<file path="src/rtl/pwm_bank_pkg.sv">
package pwm_bank_pkg;

    typedef enum logic [1:0] {
        CH_OFF   = 2'd0,
        CH_REST  = 2'd1,
        CH_DRIVE = 2'd2
    } ch_state_e;

    // global register offsets
    localparam int OFS_ENA  = 'h04;
    localparam int OFS_DIS  = 'h08;
    localparam int OFS_STAT = 'h0C;
    localparam int OFS_EVT  = 'h1C;

    // offsets inside one channel window
    localparam int FLD_MODE = 'h00;
    localparam int FLD_DUTY = 'h04;
    localparam int FLD_DUPD = 'h08;
    localparam int FLD_PRD  = 'h0C;
    localparam int FLD_PUPD = 'h10;

    // mode field: polarity bit position
    localparam int POL_BIT  = 9;

endpackage

</file>
<file path="src/rtl/pwm_bank_tick.sv">
module pwm_bank_tick #(
    parameter int MAX_EXP = 10
) (
    input  logic             clk,
    input  logic             rst_n,
    output logic [MAX_EXP:0] tick_vec
);

    logic [MAX_EXP-1:0] div_q;

    always_ff @(posedge clk) begin
        if (!rst_n) begin
            div_q <= '0;
        end else begin
            div_q <= div_q + MAX_EXP'(1);
        end
    end

    // tap k fires once every 2^k cycles
    generate
        for (genvar k = 0; k <= MAX_EXP; k++) begin : g_tap
            if (k == 0) begin : g_every
                assign tick_vec[k] = 1'b1;
            end else begin : g_div
                assign tick_vec[k] = &div_q[k-1:0];
            end
        end
    endgenerate

endmodule

</file>
<file path="src/rtl/pwm_bank_chan.sv">
module pwm_bank_chan
    import pwm_bank_pkg::*;
#(
    parameter int CNT_W   = 16,
    parameter int PRES_W  = 4,
    parameter int MAX_EXP = 10
) (
    input  logic              clk,
    input  logic              rst_n,
    input  logic [MAX_EXP:0]  tick_vec,
    input  logic              en_set,
    input  logic              en_clr,
    input  logic              mode_we,
    input  logic [PRES_W-1:0] pres_wval,
    input  logic              pol_wval,
    input  logic              duty_we,
    input  logic              dupd_we,
    input  logic              prd_we,
    input  logic              pupd_we,
    input  logic [CNT_W-1:0]  wval,
    output logic              en_o,
    output logic              wrap_o,
    output logic              pwm_o,
    output logic              pol_o,
    output logic [PRES_W-1:0] pres_o,
    output logic [CNT_W-1:0]  duty_o,
    output logic [CNT_W-1:0]  dupd_o,
    output logic [CNT_W-1:0]  prd_o,
    output logic [CNT_W-1:0]  pupd_o,
    output logic              dpend_o
);

    localparam int SEL_N = 2 ** PRES_W;

    ch_state_e         state_q, state_n, phase_n;
    logic [CNT_W-1:0]  cnt_q, cnt_n;
    logic [CNT_W-1:0]  duty_q, duty_n, dupd_q, dupd_n;
    logic [CNT_W-1:0]  prd_q, prd_n, pupd_q, pupd_n;
    logic              dpend_q, dpend_n, ppend_q, ppend_n;
    logic [PRES_W-1:0] pres_q;
    logic              pol_q;

    logic [SEL_N-1:0]  tick_pad;
    logic              tick_sel, running, at_last, wrap;
    logic [CNT_W:0]    cnt_inc;

    // prescaler select: taps above MAX_EXP stay zero, freezing the counter
    always_comb begin
        tick_pad              = '0;
        tick_pad[MAX_EXP:0]   = tick_vec;
    end
    assign tick_sel = tick_pad[pres_q];

    assign running  = (state_q != CH_OFF);
    assign cnt_inc  = {1'b0, cnt_q} + {{CNT_W{1'b0}}, 1'b1};
    assign at_last  = (cnt_inc >= {1'b0, prd_q});
    assign wrap     = running && tick_sel && at_last;

    // working and buffered values
    always_comb begin
        duty_n  = duty_q;
        prd_n   = prd_q;
        dupd_n  = dupd_q;
        pupd_n  = pupd_q;
        dpend_n = dpend_q;
        ppend_n = ppend_q;

        if (wrap && dpend_q) begin
            duty_n = dupd_q;
        end else if (!running && duty_we) begin
            duty_n = wval;
        end

        if (wrap && ppend_q) begin
            prd_n = pupd_q;
        end else if (!running && prd_we) begin
            prd_n = wval;
        end

        if (dupd_we) begin
            dupd_n  = wval;
            dpend_n = 1'b1;
        end else if (wrap) begin
            dpend_n = 1'b0;
        end

        if (pupd_we) begin
            pupd_n  = wval;
            ppend_n = 1'b1;
        end else if (wrap) begin
            ppend_n = 1'b0;
        end
    end

    // counter
    always_comb begin
        cnt_n = cnt_q;
        if (!running || en_clr) begin
            cnt_n = '0;
        end else if (tick_sel) begin
            cnt_n = at_last ? '0 : cnt_inc[CNT_W-1:0];
        end
    end

    // next state
    always_comb begin
        phase_n = (cnt_n >= duty_n) ? CH_DRIVE : CH_REST;
        unique case (state_q)
            CH_OFF:            state_n = en_set ? phase_n : CH_OFF;
            CH_REST, CH_DRIVE: state_n = en_clr ? CH_OFF : phase_n;
            default:           state_n = CH_OFF;
        endcase
    end

    // state register
    always_ff @(posedge clk) begin
        if (!rst_n) begin
            state_q <= CH_OFF;
        end else begin
            state_q <= state_n;
        end
    end

    // datapath registers
    always_ff @(posedge clk) begin
        if (!rst_n) begin
            cnt_q   <= '0;
            duty_q  <= '0;
            dupd_q  <= '0;
            prd_q   <= '0;
            pupd_q  <= '0;
            dpend_q <= 1'b0;
            ppend_q <= 1'b0;
            pres_q  <= '0;
            pol_q   <= 1'b0;
        end else begin
            cnt_q   <= cnt_n;
            duty_q  <= duty_n;
            dupd_q  <= dupd_n;
            prd_q   <= prd_n;
            pupd_q  <= pupd_n;
            dpend_q <= dpend_n;
            ppend_q <= ppend_n;
            if (mode_we) begin
                pres_q <= pres_wval;
                pol_q  <= pol_wval;
            end
        end
    end

    // outputs from state
    always_comb begin
        unique case (state_q)
            CH_DRIVE: pwm_o = ~pol_q;
            default:  pwm_o = pol_q;
        endcase
    end

    assign en_o    = running;
    assign wrap_o  = wrap;
    assign pol_o   = pol_q;
    assign pres_o  = pres_q;
    assign duty_o  = duty_q;
    assign dupd_o  = dupd_q;
    assign prd_o   = prd_q;
    assign pupd_o  = pupd_q;
    assign dpend_o = dpend_q;

endmodule

</file>
<file path="src/rtl/pwm_bank.sv">
module pwm_bank
    import pwm_bank_pkg::*;
#(
    parameter int NUM_CH    = 4,
    parameter int ADDR_W    = 12,
    parameter int DATA_W    = 32,
    parameter int CNT_W     = 16,
    parameter int PRES_W    = 4,
    parameter int MAX_EXP   = 10,
    parameter int CH_BASE   = 'h200,
    parameter int CH_STRIDE = 'h20
) (
    input  logic              clk,
    input  logic              rst_n,
    input  logic [ADDR_W-1:0] reg_addr,
    input  logic [DATA_W-1:0] reg_wdata,
    input  logic              reg_we,
    input  logic              reg_re,
    output logic [DATA_W-1:0] reg_rdata,
    output logic [NUM_CH-1:0] pwm_out
);

    localparam int STRIDE_LOG = $clog2(CH_STRIDE);
    localparam int CH_IDX_W   = $clog2(NUM_CH);
    localparam int WIN_END    = CH_BASE + NUM_CH * CH_STRIDE;

    localparam logic [ADDR_W-1:0] A_ENA  = ADDR_W'(OFS_ENA);
    localparam logic [ADDR_W-1:0] A_DIS  = ADDR_W'(OFS_DIS);
    localparam logic [ADDR_W-1:0] A_STAT = ADDR_W'(OFS_STAT);
    localparam logic [ADDR_W-1:0] A_EVT  = ADDR_W'(OFS_EVT);
    localparam logic [ADDR_W-1:0] A_BASE = ADDR_W'(CH_BASE);
    localparam logic [ADDR_W-1:0] A_END  = ADDR_W'(WIN_END);

    logic [MAX_EXP:0]                tick_vec;
    logic [NUM_CH-1:0]               en_vec, wrap_vec, pol_vec, dpend_vec;
    logic [NUM_CH-1:0]               en_set_vec, en_clr_vec, dupd_we_vec;
    logic [NUM_CH-1:0][PRES_W-1:0]   pres_arr;
    logic [NUM_CH-1:0][CNT_W-1:0]    duty_arr, dupd_arr, prd_arr, pupd_arr;
    logic [NUM_CH-1:0]               ev_q;

    logic                  in_win, we_ena, we_dis, ev_clr;
    logic [ADDR_W-1:0]     rel;
    logic [CH_IDX_W-1:0]   ch_idx;
    logic [STRIDE_LOG-1:0] fld;
    logic                  unused_bits;

    // address decode
    assign in_win = (reg_addr >= A_BASE) && (reg_addr < A_END);
    assign rel    = reg_addr - A_BASE;
    assign ch_idx = rel[STRIDE_LOG +: CH_IDX_W];
    assign fld    = rel[STRIDE_LOG-1:0];
    assign we_ena = reg_we && (reg_addr == A_ENA);
    assign we_dis = reg_we && (reg_addr == A_DIS);
    assign ev_clr = reg_re && (reg_addr == A_EVT);

    assign unused_bits = ^{reg_wdata[DATA_W-1:CNT_W], rel[ADDR_W-1:STRIDE_LOG+CH_IDX_W]};

    pwm_bank_tick #(
        .MAX_EXP (MAX_EXP)
    ) u_tick (
        .clk      (clk),
        .rst_n    (rst_n),
        .tick_vec (tick_vec)
    );

    generate
        for (genvar i = 0; i < NUM_CH; i++) begin : g_ch
            logic hit, we_mode, we_duty, we_prd, we_pupd;

            assign hit            = in_win && (ch_idx == CH_IDX_W'(i));
            assign we_mode        = reg_we && hit && (fld == STRIDE_LOG'(FLD_MODE));
            assign we_duty        = reg_we && hit && (fld == STRIDE_LOG'(FLD_DUTY));
            assign dupd_we_vec[i] = reg_we && hit && (fld == STRIDE_LOG'(FLD_DUPD));
            assign we_prd         = reg_we && hit && (fld == STRIDE_LOG'(FLD_PRD));
            assign we_pupd        = reg_we && hit && (fld == STRIDE_LOG'(FLD_PUPD));
            assign en_set_vec[i]  = we_ena && reg_wdata[i];
            assign en_clr_vec[i]  = we_dis && reg_wdata[i];

            pwm_bank_chan #(
                .CNT_W   (CNT_W),
                .PRES_W  (PRES_W),
                .MAX_EXP (MAX_EXP)
            ) u_chan (
                .clk       (clk),
                .rst_n     (rst_n),
                .tick_vec  (tick_vec),
                .en_set    (en_set_vec[i]),
                .en_clr    (en_clr_vec[i]),
                .mode_we   (we_mode),
                .pres_wval (reg_wdata[PRES_W-1:0]),
                .pol_wval  (reg_wdata[POL_BIT]),
                .duty_we   (we_duty),
                .dupd_we   (dupd_we_vec[i]),
                .prd_we    (we_prd),
                .pupd_we   (we_pupd),
                .wval      (reg_wdata[CNT_W-1:0]),
                .en_o      (en_vec[i]),
                .wrap_o    (wrap_vec[i]),
                .pwm_o     (pwm_out[i]),
                .pol_o     (pol_vec[i]),
                .pres_o    (pres_arr[i]),
                .duty_o    (duty_arr[i]),
                .dupd_o    (dupd_arr[i]),
                .prd_o     (prd_arr[i]),
                .pupd_o    (pupd_arr[i]),
                .dpend_o   (dpend_vec[i])
            );
        end
    endgenerate

    // event register: a period end beats a same-cycle read clear
    always_ff @(posedge clk) begin
        if (!rst_n) begin
            ev_q <= '0;
        end else begin
            ev_q <= (ev_q & ~{NUM_CH{ev_clr}}) | wrap_vec;
        end
    end

    // read mux
    always_comb begin
        reg_rdata = '0;
        if (reg_re) begin
            if (reg_addr == A_STAT) begin
                reg_rdata[NUM_CH-1:0] = en_vec;
            end else if (reg_addr == A_EVT) begin
                reg_rdata[NUM_CH-1:0] = ev_q;
            end else if (in_win) begin
                unique case (int'(fld))
                    FLD_MODE: begin
                        reg_rdata[PRES_W-1:0] = pres_arr[ch_idx];
                        reg_rdata[POL_BIT]    = pol_vec[ch_idx];
                    end
                    FLD_DUTY: reg_rdata[CNT_W-1:0] = duty_arr[ch_idx];
                    FLD_DUPD: reg_rdata[CNT_W-1:0] = dupd_arr[ch_idx];
                    FLD_PRD:  reg_rdata[CNT_W-1:0] = prd_arr[ch_idx];
                    FLD_PUPD: reg_rdata[CNT_W-1:0] = pupd_arr[ch_idx];
                    default:  reg_rdata = '0;
                endcase
            end
        end
    end

endmodule

</file>
<file path="config.mk">
export PLATFORM = sky130hd
export DESIGN_NAME = pwm_bank
export DESIGN_NICKNAME = d
export VERILOG_FILES = /design/src/rtl/pwm_bank_pkg.sv /design/src/rtl/pwm_bank_tick.sv /design/src/rtl/pwm_bank_chan.sv /design/src/rtl/pwm_bank.sv
export SDC_FILE = /design/constraint.sdc
export NUM_CORES = 1
export LEC_CHECK = 0
export BUFFER_PORTS_ARGS = -buffer_cell sky130_fd_sc_hd__buf_2
export CAP_MARGIN = 10
export CORE_MARGIN = 1.5
export CORE_UTILIZATION = 36
export DETAILED_ROUTE_END_ITERATION = 12
export SLEW_MARGIN = 40
export SYNTH_ARGS = -nofsm -noshare
export SYNTH_HDL_FRONTEND = slang
export SYNTH_SLANG_ARGS = --single-unit
</file>
<file path="constraint.sdc">
create_clock -name clk -period 6.85 [get_ports clk]
set_input_delay 0 -clock clk [delete_from_list [all_inputs] [get_ports clk]]
set_output_delay 0 -clock clk [all_outputs]
set_load 0.01 [all_outputs]
</file>
==> results of run 1 <==
-- cell families (layout without fill, tap and decap cells) --
group / after synthesis / count (layout) / synth area share, %
AND/OR/NAND/NOR: 921 / 921 / 18.0
AO/OA/AOI/OAI: 535 / 535 / 15.7
adder cells (fa/ha/maj): 148 / 148 / 8.19
multiplexers: 298 / 298 / 17.5
flip-flops: 370 / 370 / 32.8
buffers and inverters: 288 / 285 / 5.50
XOR/XNOR: 60 / 60 / 2.32
other: 1 / 17 / 0.0166
-- report_power, final --
group / total (uW) / internal [uW] / switching (uW)
Sequential: 2160 / 2150 / 2.78
Combinational: 161 / 41.0 / 120
Clock: 2390 / 1380 / 1010
Total: 4710 / 3570 / 1130
-- layout by cell type, fill, tap and decap left out, types with 18 or more instances in the layout --
cell type and count:
a21oi_1 202, o31ai_1 20, ha_1 148, a22oi_1 45, xnor2_1 25, mux2_2 61, inv_1 96, nor2_1 320
a21o_1 34, nand3_1 60, dlygate4sd3_1 18, buf_2 49, a211oi_1 74, buf_4 34, and3_1 21, nand4_1 28
clkbuf_16 45, nor3_1 25, xor2_1 35, o21ai_0 45, nand2_1 353, mux4_2 69, nor2b_1 18, dfxtp_1 370
a22o_1 19, mux2i_1 156
-- flip-flops by register name, summed over array words and instances (netlist names) --
register             count
u_tick.div_q            10
g_ch.u_chan.pupd_o      64
g_ch.u_chan.cnt_q       64
ev_q                     4
g_ch.u_chan.dpend_o      4
g_ch.u_chan.duty_o      64
g_ch.u_chan.pres_o      16
g_ch.u_chan.pol_o        4
g_ch.u_chan.prd_o       64
g_ch.u_chan.state_q      8
g_ch.u_chan.dupd_o      64
g_ch.u_chan.ppend_q      4
-- layout make-up --
class	instances	area [um2]
multi-input combinational	1978	14100
clock buffer	65	1280
timing repair buffer	105	734
clock inverter	17	156
tap	837	1050
fill	6185	36800
antenna	1	2.50
inverter	98	375
sequential	370	7410
-- per-layer routing --
| metal | vias up | global-route usage (%) | wire (um) |
|---|---|---|---|
| li1 | 9291 | - | - |
| met1 | 10000 | 36.0 | 36100 |
| met2 | 1060 | 40.2 | 37000 |
| met3 | 146 | 4.25 | 7930 |
| met4 | 0 | 8.74 | 2880 |
| met5 | - | 0 | 0 |
-- per-stage QoR --
stage / instances / util [%] / cell area [um2]
2_1_floorplan: 2636 / - / 22700
3_5_place_dp: 3370 / 37.9 / 23500
3_3_place_gp: 3369 / 37.8 / 23400
6_report: 3471 / 40.5 / 25100
4_1_cts: 3470 / 40.5 / 25100
5_1_grt: 3470 / 40.5 / 25100
-- repair_timing --
item | in CTS | in global routing
hold buffers | 18 | 0
hold endpoints to repair | 176 | 0
setup endpoints to repair | 0 | 0
-- worst register-to-register path, stage by stage, from the launching register on --
cell and delay (ns):
dfxtp_1 0.47, ha_1 0.29, nand3_1 0.29, or3_1 0.56
or3_1 0.43, nand2_1 0.11, ha_1 0.13, nand4_1 0.10
nor3_1 0.30, o31a_1 0.65, o2111ai_2 0.41, buf_4 0.33
mux2i_1 0.45, ha_1 0.35, a21o_1 0.16, a21o_1 0.17
a21oi_1 0.13, o21ai_0 0.09, nand3_1 0.09, a31o_2 0.15
nor2b_1 0.11
-- how the worst max path moves through the flow --
stage                                  startpoint                                    to  slack (ns)  cells after the start
6_report       g_ch[3].u_chan.cnt_q[0]$_SDFF_PN0_  g_ch[3].u_chan.state_q[0]$_SDFF_PN0_        1.01                     20
5_1_grt        g_ch[3].u_chan.cnt_q[0]$_SDFF_PN0_  g_ch[3].u_chan.state_q[0]$_SDFF_PN0_        0.64                     20
4_1_cts        g_ch[3].u_chan.cnt_q[0]$_SDFF_PN0_  g_ch[3].u_chan.state_q[0]$_SDFF_PN0_        1.03                     20
3_5_place_dp   g_ch[3].u_chan.cnt_q[0]$_SDFF_PN0_  g_ch[3].u_chan.state_q[0]$_SDFF_PN0_        1.07                     20
3_3_place_gp   g_ch[2].u_chan.cnt_q[0]$_SDFF_PN0_  g_ch[2].u_chan.state_q[1]$_SDFF_PN0_        1.05                     17
2_1_floorplan  g_ch[2].u_chan.cnt_q[2]$_SDFF_PN0_  g_ch[2].u_chan.state_q[1]$_SDFF_PN0_        2.03                     23
==> flow_summary_export.csv, run 1 <==
group,metric,value,unit
die,ios,84,
clock_network,cts_buffers,44,
clock_network,clk_latency,0.59,ns
worst_setup_path,cp-start-kind,"flop",
worst_setup_path,crit_arrival,6.36,ns
status,status,"finished, final reports clean",
worst_setup_path,cpMostUsedCell,"ha_1",
timing,setup_viol,0,
timing,post-route-period-util,85.3,%
yosys,syn_avg_cell_area,8.63,um2
die,initial_core_util,36.5,%
clock_network,tritoncts,"built",
worst_setup_path,path_buf_inv,1,
power,ir_drop,171,uV
worst_setup_path,cp-end-kind,"flop",
worst_setup_path,crit_type,"flop to flop",
timing,whs,0.180,ns
yosys,synthDistinctLibCells,88,
timing,tightestPinTransition,0.910,ns
timing,fin_worst_skew,0.0154,ns
grt,grt_pass1_wl,124000,um
worst_setup_path,max_stage_delay,0.65,ns
hold_path,whs_path_depth,6,
yosys,yosys-top-cells-area,"dfxtp_1 (33%), ha_1 (8.2%), mux2i_1 (6.9%)",
timing,slew-limit-headroom,39.2,%
detailed_routing,firstDrtPassIters,5,
hold_path,worstHoldStart,"reg_we",
die,die_area,0.0643,mm2
die,coreArea,0.0619,mm2
power,power,4710,uW
worst_setup_path,ff2ff_path_depth,20,
detailed_routing,vias,20500,
worst_setup_path,crit_family,"simple AND/OR/NAND/NOR gates",
detailed_routing,drt-wirelength-per-cell,24.2,um
clock_network,clkTransAtPathRegs,0.06,ns
yosys,ys.flop_type,"dfxtp_1",
detailed_routing,first_iter_violations,2054,
yosys,ys_seq_elements,370,
worst_setup_path,crit_chain,"ha_1 > nand3_1 > or3_1 > or3_1 > nand2_1 > ha_1 > nand4_1 > nor3_1 > o31a_1 > o2111ai_2 > buf_4 > mux2i_1 > ha_1 > a21o_1 > a21o_1 > a21oi_1 > o21ai_0 > nand3_1 > a31o_2 > nor2b_1",
grt,antenna_found_initial,2,
worst_setup_path,crit_fanout,14,
detailed_routing,wl,84000,um
detailed_routing,drc,0,
clock_network,cts_setup_buffers,0,
worst_setup_path,r2r-end,"g_ch[3].u_chan.state_q[0]$_SDFF_PN0_",
placed_design,hpwl,61200,um
worst_setup_path,crit_slowest_cell,"o31a_1",
placed_design,dp_slack,1.07,ns
grt,grt_remaining_overflow,0,
yosys,synth_area_leader_cell,"dfxtp_1",
detailed_routing,drtAntennaViolNets,0,
die,rows,91,
detailed_routing,avgViaCountPerCell,5.91,
yosys,synth_top_area_share,32.8,%
yosys,yosysMostFrequentCell,"dfxtp_1",
worst_setup_path,regToRegStartpoint,"g_ch[3].u_chan.cnt_q[0]$_SDFF_PN0_",
power,power_density,187,mW/mm2
timing,finalWorstSetupSlack,1.01,ns
grt,track_usage,25.8,%
timing,max_freq,171,MHz
timing,period_needed,5.84,ns
timing,final_max_slew_viol_count,0,
worst_setup_path,ff2ff_setup_slack,1.01,ns
yosys,synth_cells,2621,
yosys,synthArstFlopShare,0,%
final_layout,fin_nets,2793,
power,cellLeakagePower,0.00999,uW
final_layout,syn_to_final_growth,11.1,%
yosys,synth_edf_count,0,
final_layout,layout-drive-gt1-share,13.0,%
timing,hold_violations,0,
timing,fin_tns_setup,0,ns
yosys,yosys-top-cells-count,"dfxtp_1 (370), nand2_1 (356), nor2_1 (323), a21oi_1 (202), mux2i_1 (156)",
timing,rsz0062_at_grt,"no",
yosys,yosysSeqAreaShare,32.8,%
hold_path,min_path_type,"input pin to flop",
grt,grt_pass1_vias,19100,
clock_network,cts-root-buf,"clkbuf_16",
placed_design,io_buffers,51,
yosys,syn-cell-area,0.0226,mm2
hold_path,hold_end,"g_ch[2].u_chan.pupd_o[2]$_SDFFE_PN0P_",
die,die_y,254,um
run,maxCapViolCount,0,
die,die_w,254,um
yosys,ys_warn_count,0,
clock_network,clockBufferDepth,3,
clock_network,htreeDepth,2,
placed_design,place.gp.congestion,0.949,
worst_setup_path,required,7.37,ns
clock_network,cts_resized,0,
clock_network,cts.sinks,370,
grt,grt_max_degree,110,
Note: power is estimated with default switching activity, not from simulation.
==> inputs of run 2 (changes only) <==
--- a/config.mk
+++ b/config.mk
@@ -9,7 +9,10 @@
 export CAP_MARGIN = 10
 export CORE_MARGIN = 1.5
 export CORE_UTILIZATION = 36
+export CTS_CLUSTER_SIZE = 12
 export DETAILED_ROUTE_END_ITERATION = 12
+export PLACE_DENSITY = 0.55
+export RECOVER_POWER = 100
 export SLEW_MARGIN = 40
 export SYNTH_ARGS = -nofsm -noshare
 export SYNTH_HDL_FRONTEND = slang
==> run 2 against run 1 <==
Effect of this change:
- largest cell class unchanged
- power rose by 5.7%
- clock skew rose by 0.0056 ns
- the run now ends with capacitance limit, slew limit left
- non-clock buffer count rose by 2
- critical path type unchanged
- hold slack got worse by 0.022 ns
- core utilization rose by 0.16 points
- cell count did not move
- sequential share of layout area fell by 0.12 points
- routed wire length rose by 0.86%
- setup slack got worse by 0.31 ns
- flip-flop and latch count did not move
==> flow_summary_export.csv, run 2 (synthesis gave the netlist of run 1 again) <==
group,metric,value,unit
status,status,"finished, violations left",
status,violations,"capacitance limit, slew limit",
grt,antenna_found_initial,2,
timing,setup_viol,0,
clock_network,clkTransAtPathRegs,0.06,ns
final_layout,final_common_cell,"dfxtp_1",
placed_design,dp_cells,3371,
timing,period_needed,6.16,ns
clock_network,cts_buffers,46,
worst_setup_path,crit_type,"flop to flop",
grt,grt_pass1_vias,19400,
clock_network,htreeDepth,2,
timing,fin_tns_setup,0,ns
clock_network,tritoncts,"built",
power,cellLeakagePower,0.0100,uW
grt,grt_pass1_wl,126000,um
clock_network,cts-root-buf,"clkbuf_16",
placed_design,io_buffers,51,
clock_network,clockBufferDepth,3,
die,die_area,0.0643,mm2
worst_setup_path,max_stage_delay,0.62,ns
final_layout,final_cell_mix,"dfxtp_1 (370), nand2_1 (350), nor2_1 (319)",
timing,tightestPinTransition,4.77,ns
worst_setup_path,crit_slowest_cell,"clkbuf_1",
detailed_routing,drtAntennaViolNets,0,
worst_setup_path,cpMostUsedCell,"ha_1",
placed_design,hpwl,61100,um
placed_design,place.gp.congestion,0.958,
detailed_routing,wl,84700,um
detailed_routing,first_iter_violations,1827,
final_layout,layout-drive-gt1-share,11.7,%
worst_setup_path,crit_chain,"ha_1 > nand3_1 > or3_1 > or3_1 > nand2_1 > ha_1 > a21o_1 > a21o_1 > a21oi_1 > o211ai_1 > clkbuf_1 > o2111ai_2 > buf_4 > mux2i_1 > ha_1 > a2111o_1 > a211oi_1 > a31o_2 > nor2b_1",
placed_design,post_dp_cell_area,0.0235,mm2
grt,grt_max_degree,144,
power,p_comb_share,3.2,%
grt,track_usage,26.2,%
power,power_density,197,mW/mm2
timing,max_freq,162,MHz
clock_network,cts.sinks,370,
worst_setup_path,cp-end-kind,"flop",
die,die_y,254,um
grt,grt_remaining_overflow,0,
timing,slew-limit-headroom,-218,%
die,ios,84,
timing,rsz0062_at_grt,"no",
clock_network,cts_setup_buffers,0,
timing,final_max_slew_viol_count,292,
worst_setup_path,crit_arrival,6.68,ns
die,die_w,254,um
worst_setup_path,crit_fanout,14,
clock_network,clk_latency,0.59,ns
timing,hold_violations,0,
worst_setup_path,ff2ff_setup_slack,0.69,ns
final_layout,final_area,0.0252,mm2
power,ir_drop,203,uV
timing,post-route-period-util,89.9,%
die,rows,91,
detailed_routing,avgViaCountPerCell,5.79,
power,p_clk_share,53.5,%
power,power.switching,1120,uW
final_layout,fin_nets,2797,
power,p_sw_share,22.5,%
worst_setup_path,cp-start-kind,"flop",
final_layout,syn_to_final_growth,11.5,%
timing,fin_worst_skew,0.0210,ns
final_layout,fin_cells,3471,
power,p_seq_share,43.3,%
detailed_routing,drc,0,
detailed_routing,firstDrtPassIters,7,
hold_path,min_path_type,"input pin to flop",
power,internal_power,3850,uW
worst_setup_path,required,7.37,ns
run,maxCapViolCount,4,
detailed_routing,vias,20100,
die,coreArea,0.0619,mm2
detailed_routing,drt-wirelength-per-cell,24.4,um
die,initial_core_util,36.5,%
-- run 2: layout make-up --
| cell class | count | area [um2] |
|---|---|---|
| multi-input cells | 1978 | 14100 |
| flip-flops and latches | 370 | 7410 |
| inverters | 98 | 368 |
| repair buffers | 107 | 673 |
| clock inverters | 9 | 199 |
| diodes | 1 | 2.50 |
| fillers | 6245 | 36700 |
| clock buffers | 71 | 1440 |
| well taps | 837 | 1050 |
-- run 2: routing by layer --
layer,vias up,share of wire [%],routed length (um),track usage [%]
li1,9288,-,-,-
met1,9855,43,36400,35.4
met2,795,45,38000,41.4
met3,159,8.1,6840,4.70
met4,4,4.0,3390,10.1
met5,-,0.030,25,0
-- run 2: timing repair --
item	CTS	global route
gates resized for setup	0	0
hold endpoints to repair	196	0
hold buffers	18	0
-- run 2: worst paths after layout --
check	from	to	depth (start not counted)
worst max-delay path	g_ch[3].u_chan.cnt_q[0]$_SDFF_PN0_	g_ch[3].u_chan.state_q[0]$_SDFF_PN0_	19
worst max register to register	g_ch[3].u_chan.cnt_q[0]$_SDFF_PN0_	g_ch[3].u_chan.state_q[0]$_SDFF_PN0_	19
worst min register to register	ev_q[3]$_SDFF_PN0_	ev_q[3]$_SDFF_PN0_	2
worst min-delay path	reg_addr[4]	g_ch[2].u_chan.pupd_o[7]$_SDFFE_PN0P_	5
-- run 2: metrics by stage --
| stage | worst slack [ns] | util (%) | hold slack [ns] | total power (uW) |
|---|---|---|---|---|
| floorplan | 2.03 | - | 0.142 | 2300 |
| global placement | 0.855 | 37.8 | 0.421 | 2350 |
| detailed placement | 1.00 | 37.9 | 0.432 | 2350 |
| CTS | 0.988 | 40.9 | 0.126 | 5010 |
| global route | 0.332 | 40.7 | 0.173 | 5100 |
| finish | 0.693 | 40.7 | 0.158 | 4980 |
-- run 2: power by group through the flow --
| stage | clock network (uW) | logic [uW] | registers [uW] |
|---|---|---|---|
| 2_1_floorplan | 0 | 99.9 | 2200 |
| 4_1_cts | 2700 | 155 | 2160 |
| 5_1_grt | 2780 | 166 | 2160 |
| 3_5_place_dp | 0 | 146 | 2200 |
| 6_report | 2660 | 157 | 2160 |
| 3_3_place_gp | 0 | 143 | 2200 |
-- run 2: critical path: cells and delay by family (launching register included) --
family,cells,cell delay (ns)
AOI/OAI and AO/OA,8,1.74
and+or+nand+nor,5,1.55
buffers and inverters,2,1.02
adders and majority gates,3,0.78
DFF,1,0.49
muxes,1,0.47
